<file path="src/rtl/perm_gate_pkg.sv">
package perm_gate_pkg;
  localparam int DATA_W  = 32;
  localparam int NUM_TGT = 5;
  localparam int SEL_W   = 3;
  localparam int EL_W    = 2;

  typedef enum logic [SEL_W-1:0] {
    SEL_CORE_AUX = 3'd0,
    SEL_CORE_EXT = 3'd1,
    SEL_L2_CTL   = 3'd2,
    SEL_L2_EXT   = 3'd3,
    SEL_L2_AUX   = 3'd4,
    SEL_GATE_HYP = 3'd5,
    SEL_GATE_MON = 3'd6,
    SEL_NONE     = 3'd7
  } sel_e;

  // gate-register bit position that enables a target index
  function automatic int tgt_bit(input int idx);
    case (idx)
      0: return 0;
      1: return 1;
      2: return 4;
      3: return 5;
      default: return 6;
    endcase
  endfunction

  // writable bits of a gate register: exactly the enable positions
  function automatic logic [DATA_W-1:0] enable_mask();
    logic [DATA_W-1:0] m;
    m = '0;
    for (int k = 0; k < NUM_TGT; k++) m[tgt_bit(k)] = 1'b1;
    return m;
  endfunction
endpackage

</file>
<file path="src/rtl/gate_reg.sv">
module gate_reg
  import perm_gate_pkg::*;
#(
  parameter int              W    = DATA_W,
  parameter logic [W-1:0]    MASK = '0
) (
  input  logic         clk,
  input  logic         rst_n,
  input  logic         wr_en,
  input  logic [W-1:0] wdata,
  output logic [W-1:0] q
);
  always_ff @(posedge clk or negedge rst_n) begin
    if (!rst_n)     q <= '0;
    else if (wr_en) q <= wdata & MASK;
  end

  // bits outside the mask never become set
  always_comb begin
    if (rst_n) a_r3_reserved_clear: assert ((q & ~MASK) == '0);
  end
endmodule

</file>
<file path="src/rtl/access_check.sv">
module access_check
  import perm_gate_pkg::*;
#(
  parameter int N = NUM_TGT
) (
  input  logic             valid,
  input  logic [EL_W-1:0]  el,
  input  logic             ns,
  input  logic             wr,
  input  logic [SEL_W-1:0] sel,
  input  logic [N-1:0]     hyp_en,
  input  logic [N-1:0]     mon_en,
  output logic             hyp_rd,
  output logic             hyp_wr,
  output logic             mon_rd,
  output logic             mon_wr,
  output logic [N-1:0]     tgt_we,
  output logic             fault
);
  logic          hyp_ok, mon_ok, is_tgt, sel_ok;
  logic [N-1:0]  tgt_ok;

  assign hyp_ok = (el >= EL_W'(2));
  assign mon_ok = (el == EL_W'(3));
  assign is_tgt = (sel < SEL_W'(N));

  genvar gi;
  generate
    for (gi = 0; gi < N; gi++) begin : g_tgt
      assign tgt_ok[gi] = (el >= EL_W'(2)) ||
                          ((el == EL_W'(1)) && (!ns || (hyp_en[gi] && mon_en[gi])));
      assign tgt_we[gi] = valid && wr && (sel == SEL_W'(gi)) && tgt_ok[gi];
    end
  endgenerate

  always_comb begin
    sel_ok = 1'b0;
    for (int k = 0; k < N; k++)
      if (sel == SEL_W'(k)) sel_ok = tgt_ok[k];
  end

  always_comb begin
    fault = 1'b0;
    if (valid) begin
      case (sel_e'(sel))
        SEL_GATE_HYP: fault = !hyp_ok;
        SEL_GATE_MON: fault = !mon_ok;
        SEL_NONE:     fault = 1'b1;
        default:      fault = is_tgt && wr && !sel_ok;
      endcase
    end
  end

  assign hyp_rd = valid && !wr && (sel == SEL_GATE_HYP) && hyp_ok;
  assign hyp_wr = valid &&  wr && (sel == SEL_GATE_HYP) && hyp_ok;
  assign mon_rd = valid && !wr && (sel == SEL_GATE_MON) && mon_ok;
  assign mon_wr = valid &&  wr && (sel == SEL_GATE_MON) && mon_ok;
endmodule

</file>
<file path="src/rtl/perm_gate.sv">
module perm_gate
  import perm_gate_pkg::*;
(
  input  logic               clk,
  input  logic               rst_n,
  input  logic               req_valid,
  input  logic [EL_W-1:0]    req_el,
  input  logic               req_ns,
  input  logic               req_wr,
  input  logic [SEL_W-1:0]   req_sel,
  input  logic [DATA_W-1:0]  req_wdata,
  output logic [DATA_W-1:0]  rd_data,
  output logic               fault,
  output logic [NUM_TGT-1:0] tgt_we
);
  localparam logic [DATA_W-1:0] MASK = enable_mask();

  logic [DATA_W-1:0]  hyp_q, mon_q;
  logic [NUM_TGT-1:0] hyp_en, mon_en;
  logic               hyp_rd, hyp_wr, mon_rd, mon_wr;

  gate_reg #(.W(DATA_W), .MASK(MASK)) u_hyp (
    .clk(clk), .rst_n(rst_n), .wr_en(hyp_wr), .wdata(req_wdata), .q(hyp_q));

  gate_reg #(.W(DATA_W), .MASK(MASK)) u_mon (
    .clk(clk), .rst_n(rst_n), .wr_en(mon_wr), .wdata(req_wdata), .q(mon_q));

  genvar gi;
  generate
    for (gi = 0; gi < NUM_TGT; gi++) begin : g_en
      assign hyp_en[gi] = hyp_q[tgt_bit(gi)];
      assign mon_en[gi] = mon_q[tgt_bit(gi)];
    end
  endgenerate

  access_check #(.N(NUM_TGT)) u_chk (
    .valid(req_valid), .el(req_el), .ns(req_ns), .wr(req_wr), .sel(req_sel),
    .hyp_en(hyp_en), .mon_en(mon_en),
    .hyp_rd(hyp_rd), .hyp_wr(hyp_wr), .mon_rd(mon_rd), .mon_wr(mon_wr),
    .tgt_we(tgt_we), .fault(fault));

  always_comb begin
    rd_data = '0;
    if (hyp_rd)      rd_data = hyp_q;
    else if (mon_rd) rd_data = mon_q;
  end

  // a non-secure level-1 target write needs both gate bits
  a_r6_both_levels: assert property (@(posedge clk) disable iff (!rst_n)
    (req_valid && req_el == 2'd1 && req_ns && (tgt_we != '0))
      |-> ((tgt_we & ~(hyp_en & mon_en)) == '0));
  // level 0 never gets a write-enable
  a_r8_el0_blocked: assert property (@(posedge clk) disable iff (!rst_n)
    (req_el == 2'd0) |-> (tgt_we == '0));
  // a fault carries no data, no enable, and no gate update
  a_r9_fault_quiet: assert property (@(posedge clk) disable iff (!rst_n)
    fault |-> (rd_data == '0 && tgt_we == '0 && !hyp_wr && !mon_wr));
  a_r9_fault_holds: assert property (@(posedge clk) disable iff (!rst_n)
    fault |=> ($stable(hyp_q) && $stable(mon_q)));
  // the monitor gate changes only after a level-3 request
  a_r5_mon_el3_only: assert property (@(posedge clk) disable iff (!rst_n)
    mon_wr |-> (req_el == 2'd3));
  // a gate write is visible one edge later
  a_r10_next_edge: assert property (@(posedge clk) disable iff (!rst_n)
    hyp_wr |=> (hyp_q == $past(req_wdata & MASK)));
  // write-enables are one-hot or zero
  a_r1_onehot_we: assert property (@(posedge clk) disable iff (!rst_n)
    $onehot0(tgt_we));
endmodule

</file>
<file path="config.mk">
export PLATFORM = sky130hd
export DESIGN_NAME = perm_gate
export DESIGN_NICKNAME = d
export VERILOG_FILES = /design/src/rtl/perm_gate_pkg.sv /design/src/rtl/gate_reg.sv /design/src/rtl/access_check.sv /design/src/rtl/perm_gate.sv
export SDC_FILE = /design/constraint.sdc
export NUM_CORES = 1
export LEC_CHECK = 0
export BUFFER_PORTS_ARGS = -buffer_cell sky130_fd_sc_hd__buf_4
export CAP_MARGIN = 15
export CORE_MARGIN = 2
export CORE_UTILIZATION = 40
export CTS_CLUSTER_SIZE = 25
export DETAILED_ROUTE_END_ITERATION = 8
export GPL_TIMING_DRIVEN = 0
export HOLD_SLACK_MARGIN = 0.12
export PLACE_DENSITY = 0.87
export SYNTH_ARGS = -nofsm -noshare
export SYNTH_HDL_FRONTEND = slang
export SYNTH_SLANG_ARGS = --single-unit
</file>
<file path="constraint.sdc">
create_clock -name clk -period 1.8 [get_ports clk]
set_input_delay 0.09 -clock clk [delete_from_list [all_inputs] [get_ports clk]]
set_output_delay 0.09 -clock clk [all_outputs]
set_load 0.005 [all_outputs]
</file>
==> out/qor.txt, run 1 <==
Vias per inst -> 4.34
Worst EP arrival -> 1.59 ns
Layout cells sized above 1 -> 0.507
Worst Setup SP -> u_mon.q[0]
Post-synthesis average cell area -> 9.80 sq um
RSZ-0062 raised after global routing -> false
Library cells used by synthesis -> 26
Die area -> 2600 sq um
Routed WL -> 1.90 mm
Synthesis-to-finish area growth -> 47.5%
Max Root-Sink Buffers -> 2
Fin util -> 0.606
Largest net degree at the start of global routing -> 11
Nets@finish -> 193
RR Startpoint -> u_mon.q[6]
Share of power burned in registers -> 0.420
Antenna violations before repair -> 0
Number of global-route vias before repair -> 702
Gr usage total -> 0.152
P_int -> 0.500 mW
Clock root buffer master -> clkbuf_4
Final Critical Period -> 1.68 ns
Setup Skew -> 0 ns
Postcts setup bufs -> 0
CP max stage cell -> dfrtp_1
IR Drop Worst-Case VDD -> 0.000521 V
Crit start category -> flip-flop
Final period util -> 0.933
Chip width -> 51.0 microns
Top cell type's share of synthesized area -> 0.284
Max_cap viols -> 0
CP cell instances -> and3_1 > o31ai_2 > o31ai_2 > nor4_2 > buf_4
H-tree Lvls -> 1
Remaining DRCs -> 0
Critical path class -> flip-flop to output pin
I/O Pins -> 80
Comb power frac -> 0.284
Max Slew Vio Count -> 0
Sw Share -> 0.275
GR peak layer -> met2
Iter 0 DRT Violations -> 5
YS warnings -> 0
Reg2Reg Setup Slack -> 1.00 ns
Post-Syn Instances -> 90
ANT nets after route -> 0
CTS sink cnt -> 10
CTS tree -> yes
Status -> completed
Commonest non-fill, non-tap cell in the layout -> buf_4
GR Layer Usage met1 -> 0.163
Peak Freq -> 595 MHz
DRT Pass-1 Iters -> 4
Core Region -> 2150 sq um
Routed len/inst -> 10.7 microns
Grt ovf -> 0
Critical Path Most Common Cell -> o31ai_2
Crit-path max cell delay -> 0.40 ns
GR Util met3 -> 0.0234
Most area-hungry cell type in the Yosys netlist -> dfrtp_1
GR Layer Usage met2 -> 0.275
Skew-Pair Late Insertion Delay -> 0.27 ns
LEAKAGE -> 0.702 nW
P per Cell Area -> 529 nW/um^2
Worst path required time -> 1.71 ns
Fill cells -> 183
Hold Slack -> 0.180 ns
Clock power share -> 0.297
Chip Height -> 51.0 microns
Tightest Hold Check Type -> primary input to asynchronous set/reset pin
Final setup viols -> 0
Flops & latches, synth -> 10
CP max FO -> 3
Num rows -> 17
Fin Setup TNS -> 0 ns
Ant. Diodes -> 0
Fin. Hold Viols -> 0
Most frequent cells in the layout -> 51 x buf_4, 27 x conb_1, 10 x mux2_2, 10 x dfrtp_1, 7 x nor2_1
GP Congestion -> 0.813
Mapped cell area -> 882 sq um
Via Count -> 773
Critical path endpoint category -> output pin
Initial Utilization -> 0.411
Sequential fraction of the synthesis area -> 0.284
First-pass GRT wire length -> 2.96 mm
CTS clk-pin slew, worst paths -> 0.07 ns
Sw Pwr -> 0.189 mW
Largest cells by area after synthesis -> dfrtp_1 28%, buf_4 23%, mux2_2 13%
Total CTS buffers -> 3
Buffers on Ports -> 24
==> logic make-up after synthesis <==
kind of cell | after synthesis | synth area share
buf+inv | 28 | 0.235
other cells | 1 | 0.00425
compound gates | 14 | 0.142
simple gates | 27 | 0.207
mux | 10 | 0.128
flops | 10 | 0.284
==> stage by stage <==
step                area [sq um]  power [mW]  setup slack [ns]  std cells
floorplan                    980       0.414             0.576        116
global placement            1190       0.465             0.365        168
detailed placement          1190       0.474             0.333        168
CTS                         1290       0.693            0.0280        178
global route                1300       0.731           0.00739        178
finish                      1300       0.689             0.120        178
==> area by class of cell <==
class	count	area, sq um	share of cell area
plain buffers	28	208	0.160
clock buffers	4	36.3	0.0279
multi-input cells	78	532	0.409
flip-flops and latches	10	250	0.192
well taps	28	35.0	0.0269
repair buffers	30	240	0.185
==> final timing paths <==
check / end / cells past startpoint
setup / recovery: fault / 5
hold reg to reg: u_hyp.q[5] / 1
setup reg to reg: u_mon.q[6] / 1
min in group clk: u_hyp.q[0] / 4
max in group asynchronous: u_hyp.q[1] / 2
hold / removal: u_mon.q[4] / 2
==> routing by layer <==
metal  vias to the layer above  part of all wire
met5                         -                 0
met1                       336              0.39
met4                         0             0.018
met3                         4              0.10
met2                        45              0.50
li1                        388                 -
==> cells in the mapped netlist, drive strengths merged <==
| cell | number |
|---|---|
| dfrtp | 10 |
| mux2 | 10 |
| a22o | 5 |
| nor2 | 7 |
| nor3 | 4 |
| o311ai | 1 |
| nor4 | 2 |
| nand2b | 1 |
| a21o | 1 |
| conb | 1 |
| nand2 | 5 |
| nand4b | 1 |
| nor2b | 2 |
| o31ai | 3 |
| a21oi | 2 |
| buf | 28 |
| nand3b | 1 |
| and3 | 3 |
| nor3b | 1 |
| a311oi | 2 |
==> critical path: cells and delay by family, from the launching register on <==
family	cells	cell delay [ns]
AOI/OAI and AO/OA	2	0.36
buffers and inverters	1	0.15
DFF	1	0.40
and+or+nand+nor	2	0.40
==> registers in the layout, summed over array words and instances, names as in the netlist <==
name and cells:
u_hyp.q 5, u_mon.q 5
==> what timing repair did <==
item,4_1_cts,5_1_grt
hold buffers,6,0
resized for setup,0,2
endpoints found under the hold margin,20,0
endpoints found under the setup margin,0,1
==> power groups by stage <==
stage	registers [mW]	logic, mW	clock network (mW)
6_report	0.289	0.195	0.204
4_1_cts	0.289	0.192	0.212
3_5_place_dp	0.293	0.181	0
5_1_grt	0.295	0.216	0.220
2_1_floorplan	0.286	0.128	0
3_3_place_gp	0.290	0.175	0
Note: power is estimated with default switching activity, not from simulation.
==> run 2, diff against run 1 <==
--- a/config.mk
+++ b/config.mk
@@ -11,7 +11,7 @@
 export CORE_UTILIZATION = 40
 export CTS_CLUSTER_SIZE = 25
 export DETAILED_ROUTE_END_ITERATION = 8
-export GPL_TIMING_DRIVEN = 0
+export GPL_TIMING_DRIVEN = 1
 export HOLD_SLACK_MARGIN = 0.12
 export PLACE_DENSITY = 0.87
 export SYNTH_ARGS = -nofsm -noshare
==> run 2 against run 1 <==
Against the previous run:
- global-route usage shrank 0.88 points
- core utilization down 10 points
- cell count fell by 16%
- design area fell by 17%
- clock power fell by 26%
- non-clock buffer count fell by 27
- via count fell by 8.5%
- largest power group unchanged
- largest cell class unchanged
- maximum frequency hardly changed
==> out/qor.txt, run 2 (same netlist as run 1, synthesis figures left out) <==
Status -> completed
Antenna violations before repair -> 0 (unchanged)
Reg2reg end -> u_hyp.q[6]
Layout cells sized above 1 -> 0.385 (-0.121)
Nets@finish -> 166 (-14%)
RR Startpoint -> u_hyp.q[6]
Die area -> 2600 sq um (unchanged)
Most frequent cells in the layout -> 27 x conb_1, 25 x buf_4, 10 x mux2_2, 10 x dfrtp_1, 7 x nor2_1
Max Slew Vio Count -> 0 (unchanged)
Max_cap viols -> 0 (unchanged)
Worst EP arrival -> 1.59 ns (about the same)
Core Region -> 2150 sq um (unchanged)
Critical path class -> flip-flop to output pin
Reg2Reg Depth -> 1 (unchanged)
First-pass GRT wire length -> 2.84 mm (-4.2%)
Final Critical Period -> 1.68 ns (+0.00168 ns)
Max Root-Sink Buffers -> 2 (unchanged)
Setup Skew -> 0 ns (unchanged)
Buffers on Ports -> 25 (+4.2%)
GP Congestion -> 0.822 (+1.0%)
Commonest non-fill, non-tap cell in the layout -> conb_1
Fin. Hold Viols -> 0 (unchanged)
Final Non-Filler Cells -> 150 (-16%)
DRT Pass-1 Iters -> 4 (unchanged)
Vias per inst -> 4.71 (+8.5%)
CTS tree -> yes
Via Count -> 707 (-8.5%)
IR Drop Worst-Case VDD -> 0.000462 V (-11%)
CP cell instances -> and3_1 > o31ai_2 > o31ai_1 > nor4_2 > buf_4
Number of global-route vias before repair -> 666 (-5.1%)
Synthesis-to-finish area growth -> 22.7%
Final setup viols -> 0 (unchanged)
DP HPWL -> 1.37 mm
H-tree Lvls -> 1 (unchanged)
Fill cells -> 221 (+21%)
Crit path max-delay family -> simple AND/OR/NAND/NOR gates
Num rows -> 17 (unchanged)
Ant. Diodes -> 0 (unchanged)
Crit start category -> flip-flop
CP max FO -> 3 (unchanged)
Routed len/inst -> 11.9 microns (+11%)
FF+latch area -> 250 sq um (unchanged)
Iter 0 DRT Violations -> 8 (+3)
CTS sink cnt -> 10 (unchanged)
LEAKAGE -> 0.546 nW (-22%)
Final period util -> 0.934 (about the same)
Total CTS buffers -> 3 (unchanged)
Clock root buffer master -> clkbuf_4
Crit-path max cell delay -> 0.39 ns (about the same)
CTS clk-pin slew, worst paths -> 0.06 ns (about the same)
Tightest Hold Check Type -> primary input to asynchronous set/reset pin
RSZ-0062 raised after global routing -> false
Routed WL -> 1.78 mm (-6.1%)
Chip Height -> 51.0 microns (unchanged)
Grt ovf -> 0 (unchanged)
Initial Utilization -> 0.411 (unchanged)
Worst Setup SP -> u_hyp.q[0]
ANT nets after route -> 0 (unchanged)
CP max stage cell -> dfrtp_1
Worst path bufs/invs -> 1 (unchanged)
Gr usage total -> 0.143 (-0.00876)
Fin Setup TNS -> 0 ns (unchanged)
Largest registers -> u_hyp.q: 5 flops, u_mon.q: 5 flops
Skew-Pair Late Insertion Delay -> 0.26 ns (about the same)
Postcts setup bufs -> 0 (unchanged)
I/O Pins -> 80 (unchanged)
Largest net degree at the start of global routing -> 11 (unchanged)
Peak Freq -> 595 MHz (about the same)
Area occupied by multi-input gates -> 527 sq um (-0.94%)
Worst path required time -> 1.71 ns (about the same)
Critical path endpoint category -> output pin
# placed instances -> 141 (-16%)
Setup crit end -> fault
Chip width -> 51.0 microns (unchanged)
P per Cell Area -> 545 nW/um^2 (+2.9%)
Reg2Reg Setup Slack -> 1.02 ns (+0.02 ns)
Remaining DRCs -> 0 (unchanged)
Crit path depth -> 5 (unchanged)
run 2: cell types whose count changed in the layout (fill, tap and decap cells not counted), sizes merged:
cell	change
clkbuf	-1
buf	-27
run 2: how the worst min path moves through the flow:
stage	end	slack [ns]	cells past startpoint
floorplan	u_hyp.q[0]	-0.21	0
global placement	u_mon.q[0]	-0.08	1
detailed placement	u_mon.q[0]	-0.08	1
CTS	u_mon.q[0]	0.17	2
global route	u_mon.q[6]	0.21	2
finish	u_hyp.q[4]	0.20	2
run 2: repair_timing:
action | 4_1_cts | 5_1_grt
hold buffers | 6 | 0
hold endpoints to repair | 20 | 0
gates resized for setup | 0 | 1
setup endpoints to repair | 0 | 1
run 2: final cells by class:
type	instances	share of cell area
clock buffer	3	0.0208
timing repair buffer	31	0.229
tap	28	0.0324
multi-input combinational	78	0.487
sequential	10	0.231
run 2: power by group:
part / total [mW] / internal, mW / switching, mW
clock network: 0.151 / 0.0772 / 0.0736
logic: 0.151 / 0.0784 / 0.0724
registers: 0.288 / 0.262 / 0.0258
run 2: metal layers:
layer,GRT usage,vias to the layer above,wire length (microns)
met1,0.157,328,673
met3,0.0205,3,158
met5,0,-,0
met2,0.266,44,921
met4,0.0676,0,28
li1,-,332,-
run 2: through the flow:
| step | hold slack (ns) | util | setup WS [ns] | power (mW) | instance area [sq um] |
|---|---|---|---|---|---|
| after floorplan | -0.206 | - | 0.576 | 0.414 | 980 |
| after global placement | -0.0815 | 0.463 | 0.367 | 0.423 | 995 |
| after detailed placement | -0.0758 | 0.463 | 0.334 | 0.431 | 995 |
| after CTS | 0.171 | 0.501 | 0.0368 | 0.598 | 1080 |
| after global routing | 0.210 | 0.504 | 0.0191 | 0.630 | 1080 |
| final | 0.201 | 0.504 | 0.119 | 0.589 | 1080 |
==> run 3, diff against run 2 <==
--- a/config.mk
+++ b/config.mk
@@ -14,6 +14,7 @@
 export GPL_TIMING_DRIVEN = 1
 export HOLD_SLACK_MARGIN = 0.12
 export PLACE_DENSITY = 0.87
+export RECOVER_POWER = 50
 export SYNTH_ARGS = -nofsm -noshare
 export SYNTH_HDL_FRONTEND = slang
 export SYNTH_SLANG_ARGS = --single-unit
==> run 3 against run 2 <==
Against the previous run:
- die area unchanged
- critical path depth is the same
- cell count unchanged
- maximum frequency is 0.29% higher
- core utilization shrank 0.87 points
- clock skew stayed put
- clock power about the same
- setup slack improved by 0.0049 ns
- non-clock buffer count unchanged
- total power shrank 0.81%
- largest cell class unchanged
==> out/qor.txt, run 3 (same netlist as run 1, synthesis figures left out) <==
Postcts setup bufs -> 0 (unchanged)
H-tree Lvls -> 1 (unchanged)
Worst path bufs/invs -> 1 (unchanged)
Fin Setup TNS -> 0 ns (unchanged)
DRT Pass-1 Iters -> 4 (unchanged)
Routed WL -> 1.78 mm (-0.22%)
Largest net degree at the start of global routing -> 11 (unchanged)
ANT nets after route -> 0 (unchanged)
RSZ-0062 raised after global routing -> false
Die area -> 2600 sq um (unchanged)
Gr usage total -> 0.143 (unchanged)
GP Congestion -> 0.822 (unchanged)
Num rows -> 17 (unchanged)
IR Drop Worst-Case VDD -> 0.000461 V (-0.32%)
Post-place setup slack -> 0.334 ns (unchanged)
Worst path required time -> 1.71 ns (about the same)
DP HPWL -> 1.37 mm (unchanged)
Fin util -> 0.495 (-0.00874)
Nets@finish -> 166 (unchanged)
Crit path max-delay family -> simple AND/OR/NAND/NOR gates
LEAKAGE -> 0.532 nW (-2.6%)
Critical path endpoint category -> output pin
Fill cells -> 227 (+2.7%)
Final Non-Filler Cells -> 150 (unchanged)
Most frequent cells in the layout -> 27 x conb_1, 23 x buf_4, 10 x dfrtp_1
Critical path class -> flip-flop to output pin
Remaining DRCs -> 0 (unchanged)
Final setup viols -> 0 (unchanged)
Buffers on Ports -> 25 (unchanged)
CP cell instances -> and3_1 > o31ai_2 > o31ai_1 > nor4_2 > buf_4
Max Root-Sink Buffers -> 2 (unchanged)
Via Count -> 704 (-0.42%)
Max Slew Vio Count -> 0 (unchanged)
Status -> completed
Max_cap viols -> 0 (unchanged)
Core Region -> 2150 sq um (unchanged)
Setup Skew -> 0 ns (unchanged)
Chip Height -> 51.0 microns (unchanged)
Tightest Hold Check Type -> primary input to asynchronous set/reset pin
CTS clk-pin slew, worst paths -> 0.06 ns (about the same)
Chip width -> 51.0 microns (unchanged)
Worst slew pin tran -> 0.735 ns
Vias per inst -> 4.69 (-0.42%)
Fin. Hold Viols -> 0 (unchanged)
CP max stage cell -> dfrtp_1
Crit-path max cell delay -> 0.39 ns (about the same)
Final setup margin -> 0.124 ns (+0.00489 ns)
Ant. Diodes -> 0 (unchanged)
CTS tree -> yes
Final Critical Period -> 1.68 ns (-0.00489 ns)
CP max FO -> 3 (unchanged)
P per Cell Area -> 550 nW/um^2 (+0.94%)
Largest registers -> u_hyp.q: 5 flops, u_mon.q: 5 flops
Clock root buffer master -> clkbuf_4
Grt ovf -> 0 (unchanged)
Number of global-route vias before repair -> 666 (unchanged)
Commonest non-fill, non-tap cell in the layout -> conb_1
CTS sink cnt -> 10 (unchanged)
Peak Freq -> 597 MHz (+0.29%)
# placed instances -> 141 (unchanged)
Layout cells sized above 1 -> 0.352 (-0.0328)
First-pass GRT wire length -> 2.84 mm (unchanged)
I/O Pins -> 80 (unchanged)
Final period util -> 0.931 (-0.00271)
Antenna violations before repair -> 0 (unchanged)
Skew-Pair Late Insertion Delay -> 0.26 ns (about the same)
Worst EP arrival -> 1.59 ns (about the same)
Crit start category -> flip-flop
Synthesis-to-finish area growth -> 20.6%
Total Power -> 0.585 mW (-0.81%)
Total CTS buffers -> 3 (unchanged)
Iter 0 DRT Violations -> 6 (-2)
Initial Utilization -> 0.411 (unchanged)
Max transition margin -> 0.507
Routed len/inst -> 11.8 microns (-0.22%)
[run 3: cell count changes in the layout (fill, tap and decap cells not counted)]
cell      delta
mux2_2       -1
nor3_1       +1
clkbuf_1     +2
buf_4        -2
nor3_4       -1
mux2_1       +1
[run 3: metal layers]
metal | vias to the layer above | wire (microns) | GRT usage
met5 | - | 0 | 0
met2 | 42 | 914 | 0.266
li1 | 334 | - | -
met4 | 0 | 28 | 0.0676
met3 | 3 | 153 | 0.0205
met1 | 325 | 679 | 0.157
[run 3: repair_timing]
action	in CTS	in global routing
hold buffers	6	0
setup endpoints to repair	0	1
resized for setup	0	1
endpoints found under the hold margin	20	0
[run 3: worst paths after layout]
kind / start / end / slack [ns] / cells after the start
hold / removal: rst_n / u_hyp.q[4] / 0.33 / 2
setup / recovery: u_hyp.q[0] / fault / 0.12 / 5
hold reg to reg: u_mon.q[0] / u_mon.q[0] / 0.53 / 1
max in group asynchronous: rst_n / u_mon.q[1] / 1.12 / 2
setup reg to reg: u_hyp.q[0] / u_hyp.q[0] / 1.00 / 1
min in group clk: req_el[1] / u_mon.q[0] / 0.36 / 4
[run 3: per-stage QoR]
stage / area, sq um / hold slack [ns]
floorplan: 980 / -0.206
global placement: 995 / -0.0815
detailed placement: 995 / -0.0758
CTS: 1080 / 0.171
global route: 1060 / 0.367
finish: 1060 / 0.331
[run 3: final cells by class]
type / count / area, sq um / area share
well taps: 28 / 35.0 / 0.0329
repair buffers: 31 / 240 / 0.226
flip-flops and latches: 10 / 250 / 0.235
multi-input cells: 78 / 515 / 0.485
clock buffers: 3 / 22.5 / 0.0212
[run 3: report_power, final]
group | leakage [nW] | switching (mW) | internal [mW]
combinational | 0.388 | 0.0709 | 0.0752
clock | 0.0138 | 0.0739 | 0.0772
sequential | 0.130 | 0.0255 | 0.262
total | 0.532 | 0.170 | 0.414
